`config.mk`:
```
export PLATFORM = sky130hd
export DESIGN_NAME = sc_irq_ctrl
export DESIGN_NICKNAME = d
export VERILOG_FILES = /design/src/rtl/sc_irq_ctrl.sv
export SDC_FILE = /design/constraint.sdc
export NUM_CORES = 1
export LEC_CHECK = 0
export ABC_AREA = 1
export BUFFER_PORTS_ARGS = -buffer_cell sky130_fd_sc_hd__buf_4
export CAP_MARGIN = 40
export CORE_MARGIN = 5
export CORE_UTILIZATION = 42
export CTS_CLUSTER_SIZE = 25
export DETAILED_ROUTE_END_ITERATION = 16
export GPL_TIMING_DRIVEN = 1
export PLACE_DENSITY = 0.82
export SYNTH_ARGS = -nofsm -noshare
export SYNTH_HDL_FRONTEND = slang
export SYNTH_SLANG_ARGS = --single-unit
```
`constraint.sdc`:
```
create_clock -name clk -period 1.1 [get_ports clk]
set_input_delay 0.055 -clock clk [delete_from_list [all_inputs] [get_ports clk]]
set_output_delay 0.055 -clock clk [all_outputs]
set_load 0.02 [all_outputs]
```
`src/rtl/sc_irq_ctrl.sv`:
```
module sc_irq_ctrl #(
  parameter int NFLAG = 6
) (
  input  logic             clk,
  input  logic             rst_n,
  input  logic             tx_done,
  input  logic             tx_nack,
  input  logic             rx_good,
  input  logic             rx_par_err,
  input  logic             rx_ovr_err,
  input  logic             dma_tx_ack,
  input  logic             dma_rx_ack,
  input  logic             cpu_rd,
  input  logic [NFLAG-1:0] cpu_clr,
  input  logic             tx_irq_en,
  input  logic             rx_irq_en,
  output logic [NFLAG-1:0] status,
  output logic             tx_req,
  output logic             rx_req,
  output logic             err_req,
  output logic [1:0]       vec,
  output logic             retx_req
);
  localparam int F_TXE = 0;
  localparam int F_TEND = 1;
  localparam int F_RXF = 2;
  localparam int F_OVR = 3;
  localparam int F_PAR = 4;
  localparam int F_CERR = 5;
  localparam logic [NFLAG-1:0] RST_VAL = NFLAG'((1 << F_TXE) | (1 << F_TEND));

  logic [NFLAG-1:0] seen, set_v, clr_hw, clr_cpu, status_n, seen_n;
  logic rx_bad;

  assign rx_bad = rx_par_err | rx_ovr_err;

  always_comb begin
    set_v = '0;
    set_v[F_TXE]  = tx_done;
    set_v[F_TEND] = tx_done;
    set_v[F_RXF]  = rx_good & ~rx_bad;
    set_v[F_OVR]  = rx_ovr_err;
    set_v[F_PAR]  = rx_par_err;
    set_v[F_CERR] = tx_nack;
    clr_hw = '0;
    clr_hw[F_TXE]  = dma_tx_ack;
    clr_hw[F_TEND] = dma_tx_ack;
    clr_hw[F_RXF]  = dma_rx_ack;
  end

  assign clr_cpu  = cpu_clr & seen;
  assign status_n = set_v | (status & ~(clr_hw | clr_cpu));
  assign seen_n   = (seen | (cpu_rd ? status : '0)) & status_n & ~set_v;

  always_ff @(posedge clk or negedge rst_n) begin
    if (!rst_n) begin
      status   <= RST_VAL;
      seen     <= '0;
      retx_req <= 1'b0;
    end else begin
      status   <= status_n;
      seen     <= seen_n;
      retx_req <= tx_nack;
    end
  end

  assign tx_req  = status[F_TXE] & tx_irq_en;
  assign rx_req  = status[F_RXF] & rx_irq_en;
  assign err_req = (status[F_OVR] | status[F_PAR] | status[F_CERR]) & rx_irq_en;

  assign vec = err_req ? 2'b01 :
               rx_req  ? 2'b10 :
               tx_req  ? 2'b11 : 2'b00;
endmodule


```
==> metrics.csv, run 1 <==
metric,value,unit
status,"complete, but fails checks",
failed_checks,negative setup slack,
die_x,46.9,um
arrival,1.21,ns
seq_area_frac_synth,0.573,
fin_crit,1.26,ns
synth.distinct_cells,11,
fp.dieH,46.9,um
dieArea,2200,um2
p_leak,0.522,nW
start_kind,flop,
grt_pass1_wl,2.43,mm
route.detailed.drc,0,
hp-class,input pin to flop,
slew-limit-headroom,0.890,
numCtsBuffers,3,
htreeDepth,1,
clockBufferDepth,2,
clkSinkCount,13,
crit_fanout,3,
drt_pass1_iterations,4,
maxCapViolations,0,
setup_viol,6,
syn_to_final_growth,66.5,%
nNetsFinal,133,
drive_gt1_frac,0.412,
grt_max_degree,14,
clk_latency,0.28,ns
coreArea,1300,um2
grt_usage,0.162,
worst_slack,-0.163,ns
synth_area,572,um2
rsz0062_at_grt,true,
final_hold_viol_count,0,
port_buffers,29,
max_freq,792,MHz
syn_nets,88,
ys.warnings.count,0,
layout_commonest_cell,buf_4,
antenna_found_initial,0,
post_dp_cell_area,816,um2
holdWs,0.0148,ns
dp_hpwl,1.16,mm
final_core_util,0.732,
setup_tns,-0.596,ns
synthCells,70,
worstMarginPinSlew,0.164,ns
avgSynthCellArea,8.17,um2
drt_first_iter_violations,19,
std_cell_rows,13,
drt_wl_total,1.53,mm
clk_pin_slew_worst_paths,0.07,ns
antenna-diode-count,0,
grt_pass1_vias,575,
io_pins,30,
initial_utilization,0.439,
slew_viol_final,0,
clockRootBuffer,clkbuf_4,
fin_crit_sh,1.15,
end_kind,output port,
cp.required,1.04,ns
powerDensity,1150,nW/um2
final_area,952,um2
gp_congestion,0.708,
finClkSkew,0.00459,ns
overflow,0,
mostFrequentLayoutCells,"32 x buf_4, 21 x nand2_1, 11 x dfrtp_1",
num_vias,601,
detail_route.wl_per_cell,11.8,um
ff2ff_path_depth,5,
hold_depth,3,
tritoncts,built,
ir_worst_vdd,0.984,mV
vias_per_cell,4.66,
ys_ff_latch,13,
postRouteAntennaNets,0,
critPathKind,flop to output port,
## power breakdown
group	total, mW	switching [mW]	internal (mW)
logic	0.273	0.133	0.140
clock network	0.291	0.150	0.141
registers	0.531	0.0194	0.512
total	1.09	0.302	0.792
## state kept, by name, indices dropped and copies added, names as in the netlist
register / count
retx_req: 1
status: 6
seen: 6
## synth_stat cells (all sizes together)
cell type   n  area share
nand2      23        0.15
nand4       2       0.022
dfrtp      11        0.48
inv        12       0.079
nor2        9       0.072
o21ai       5       0.044
a21oi       3       0.033
dfstp       2       0.092
nand3       3       0.026
## path summary, 6_finish.rpt
path	endpoint	startpoint	slack, ns
hold / removal	status[1]	tx_done	0.01
hold reg to reg	status[1]	status[1]	0.51
setup / recovery	vec[1]	status[0]	-0.16
max in group asynchronous	status[0]	rst_n	0.70
setup reg to reg	seen[0]	status[0]	-0.03
min in group asynchronous	retx_req	rst_n	0.16
## metrics by stage
stage	cells	power, mW	setup slack [ns]
6_report	129	1.09	-0.163
5_1_grt	129	1.15	-0.219
4_1_cts	126	1.09	-0.164
3_5_place_dp	115	0.766	0.118
3_3_place_gp	115	0.757	0.140
2_1_floorplan	70	0.638	0.00463
## kinds of logic after synthesis
group,Yosys count,synth area share
simple gates,37,0.271
flops,13,0.573
buf+inv,12,0.0788
compound gates,8,0.0766
## area by class of cell
| cell class | instances | area [um2] |
|---|---|---|
| multi-input cells | 45 | 209 |
| well taps | 15 | 18.8 |
| fillers | 99 | 349 |
| clock buffers | 4 | 26.3 |
| inverters | 12 | 45.0 |
| flip-flops and latches | 13 | 328 |
| repair buffers | 40 | 325 |
## routing by layer
metal	part of all wire	wire, um	GRT usage
met2	0.50	756	0.274
met4	0.012	18	0.0829
met3	0.093	142	0.0421
met1	0.40	610	0.188
met5	0	0	0
## what timing repair did
item	CTS	global route
resized for setup	5	5
endpoints found under the hold margin	17	0
buffers inserted	3	4
hold buffers	4	0
setup endpoints to repair	5	6
pin swaps	1	0
## worst max-delay path: stages, from the launching register on
cell and delay [ns]:
dfstp_2 0.56, nand2_4 0.05, nand2_1 0.05, inv_1 0.04
a21oi_2 0.09, buf_4 0.15
Note: power is estimated with default switching activity, not from simulation.
==> run 2: changes to the inputs <==
Settings changed: CTS_BUF_LIST from default to sky130_fd_sc_hd__clkbuf_4 sky130_fd_sc_hd__clkbuf_8 sky130_fd_sc_hd__clkbuf_16.
==> run 2 against run 1 <==
  * The flow still finishes with violations (negative setup slack)
  * Routed wire length up 1.6%
  * Combinational power about the same
  * Clock power up 7.9%
  * Non-clock buffer count unchanged
  * Largest cell class unchanged
==> metrics.csv, run 2 (synthesized netlist as in run 1, its figures left out) <==
metric,value,unit,change
drt_first_iter_violations,12,,was 19
dieArea,2200,um2,unchanged
hp-class,input pin to flop,,unchanged
grt_pass1_wl,2.46,mm,was 2.43 mm
fp.dieH,46.9,um,unchanged
slew-limit-headroom,0.892,,was 0.890
ir_worst_vdd,1.03,mV,was 0.984 mV
end_kind,output port,,unchanged
htreeDepth,1,,unchanged
num_vias,598,,was 601
failed_checks,negative setup slack,,unchanged
setup_viol,6,,unchanged
overflow,0,,unchanged
clk_latency,0.27,ns,was 0.28 ns
whs_endpoint,status[1],,unchanged
clk_pin_slew_worst_paths,0.07,ns,about the same
route.detailed.drc,0,,unchanged
max_freq,788,MHz,was 792 MHz
grt_usage,0.164,,was 0.162
std_cell_rows,13,,unchanged
crit_buf_inv,2,,unchanged
nNetsFinal,133,,unchanged
cp_cell_sequence,nand2_4 -> nand2_1 -> inv_1 -> a21oi_2 -> buf_4,,unchanged
r2r-start,status[0],,unchanged
antenna_found_initial,0,,unchanged
mostFrequentLayoutCells,"32 x buf_4, 21 x nand2_1, 11 x dfrtp_1",,unchanged
worstMarginPinSlew,0.161,ns,was 0.164 ns
finClkSkew,0.00142,ns,was 0.00459 ns
start_kind,flop,,unchanged
grt_max_degree,14,,unchanged
r2r-end,seen[0],,unchanged
clockBufferDepth,2,,unchanged
fin_crit_sh,1.15,,about the same
max_stage_delay,0.56,ns,about the same
fill_cells,100,,was 99
die_x,46.9,um,unchanged
fin_crit,1.27,ns,was 1.26 ns
status,"complete, but fails checks",,unchanged
timing.reg2reg.setup_slack,-0.02,ns,was -0.03 ns
min_from,tx_done,,unchanged
drt_wl_total,1.55,mm,was 1.53 mm
critical-path-top-delay-family,flip-flops,,unchanged
tritoncts,built,,unchanged
clockRootBuffer,clkbuf_4,,unchanged
reg_top3,"seen x6, status x6, retx_req x1",,unchanged
arrival,1.21,ns,about the same
port_buffers,29,,unchanged
vias_per_cell,4.64,,was 4.66
io_pins,30,,unchanged
grt_pass1_vias,583,,was 575
initial_utilization,0.439,,unchanged
dp_hpwl,1.16,mm,unchanged
coreArea,1300,um2,unchanged
cp.required,1.04,ns,about the same
postRouteAntennaNets,0,,unchanged
ff2ff_path_depth,5,,unchanged
antenna-diode-count,0,,unchanged
slew_viol_final,0,,unchanged
detail_route.wl_per_cell,12.0,um,was 11.8 um
crit_fanout,3,,unchanged
setup_tns,-0.614,ns,was -0.596 ns
gp_congestion,0.708,,unchanged
drt_pass1_iterations,4,,unchanged
hold_depth,3,,unchanged
multi_input_area,209,um2,unchanged
drive_gt1_frac,0.421,,was 0.412
clkSinkCount,13,,unchanged
worst_slack,-0.170,ns,was -0.163 ns
powerDensity,1170,nW/um2,was 1150 nW/um2
layout_commonest_cell,buf_4,,unchanged
syn_to_final_growth,67.2,%,was 66.5%
power.total,1.12,mW,was 1.09 mW
maxCapViolations,0,,unchanged
crit_path_top_delay_cell,dfstp_2,,unchanged
p_leak,0.525,nW,was 0.522 nW
numCtsBuffers,3,,unchanged
final_hold_viol_count,0,,unchanged
rsz0062_at_grt,true,,unchanged
seqCellArea,328,um2,unchanged
critPathKind,flop to output port,,unchanged
[run 2: changes by cell type in the layout (fill, tap and decap cells not counted)]
cell,before,now
clkbuf_1,1,0
clkbuf_4,3,4
[run 2: power by group]
part / switching, mW / internal (mW)
sequential: 0.0193 / 0.512
clock: 0.149 / 0.165
combinational: 0.133 / 0.140
[run 2: final cells by class]
class | count | share of cell area
flip-flops and latches | 13 | 0.343
well taps | 15 | 0.0196
inverters | 12 | 0.0471
multi-input cells | 45 | 0.219
clock buffers | 4 | 0.0314
repair buffers | 40 | 0.340
[run 2: worst register-to-register path, cell delays in order (launching register included)]
cell	delay (ns)
dfstp_2	0.56
buf_4	0.12
buf_6	0.10
buf_4	0.10
nand4_1	0.09
nor2_1	0.09
[run 2: worst max path at each step]
stage               startpoint  slack [ns]  endpoint  depth (start not counted)
floorplan            status[0]       0.005    vec[0]                          2
global placement     status[0]        0.14    vec[1]                          5
detailed placement   status[0]        0.12    vec[1]                          5
CTS                  status[0]       -0.16    vec[1]                          5
global route         status[0]       -0.22    vec[1]                          5
finish               status[0]       -0.17    vec[1]                          5
[run 2: timing repair]
| item | CTS | global route |
|---|---|---|
| pin swaps | 1 | 0 |
| buffers inserted | 3 | 4 |
| hold endpoints to repair | 17 | 0 |
| endpoints found under the setup margin | 5 | 6 |
| hold buffers | 4 | 0 |
| gates resized for setup | 5 | 5 |
[run 2: layer usage]
| metal | track usage | wire length, um | part of all wire |
|---|---|---|---|
| met5 | 0 | 0 | 0 |
| met2 | 0.276 | 784 | 0.51 |
| met1 | 0.191 | 604 | 0.39 |
| met3 | 0.0421 | 140 | 0.090 |
| met4 | 0.0829 | 23 | 0.015 |
[run 2: per-stage QoR]
step / worst slack, ns / area (um2) / hold slack, ns / std cells / utilization
after CTS: -0.164 / 926 / 0.00194 / 126 / 0.712
final: -0.170 / 956 / 0.0124 / 129 / 0.735
after detailed placement: 0.118 / 816 / -0.0934 / 115 / 0.627
after floorplan: 0.00463 / 572 / -0.241 / 70 / -
after global routing: -0.217 / 956 / 0.0214 / 129 / 0.735
after global placement: 0.140 / 816 / -0.0953 / 115 / 0.627
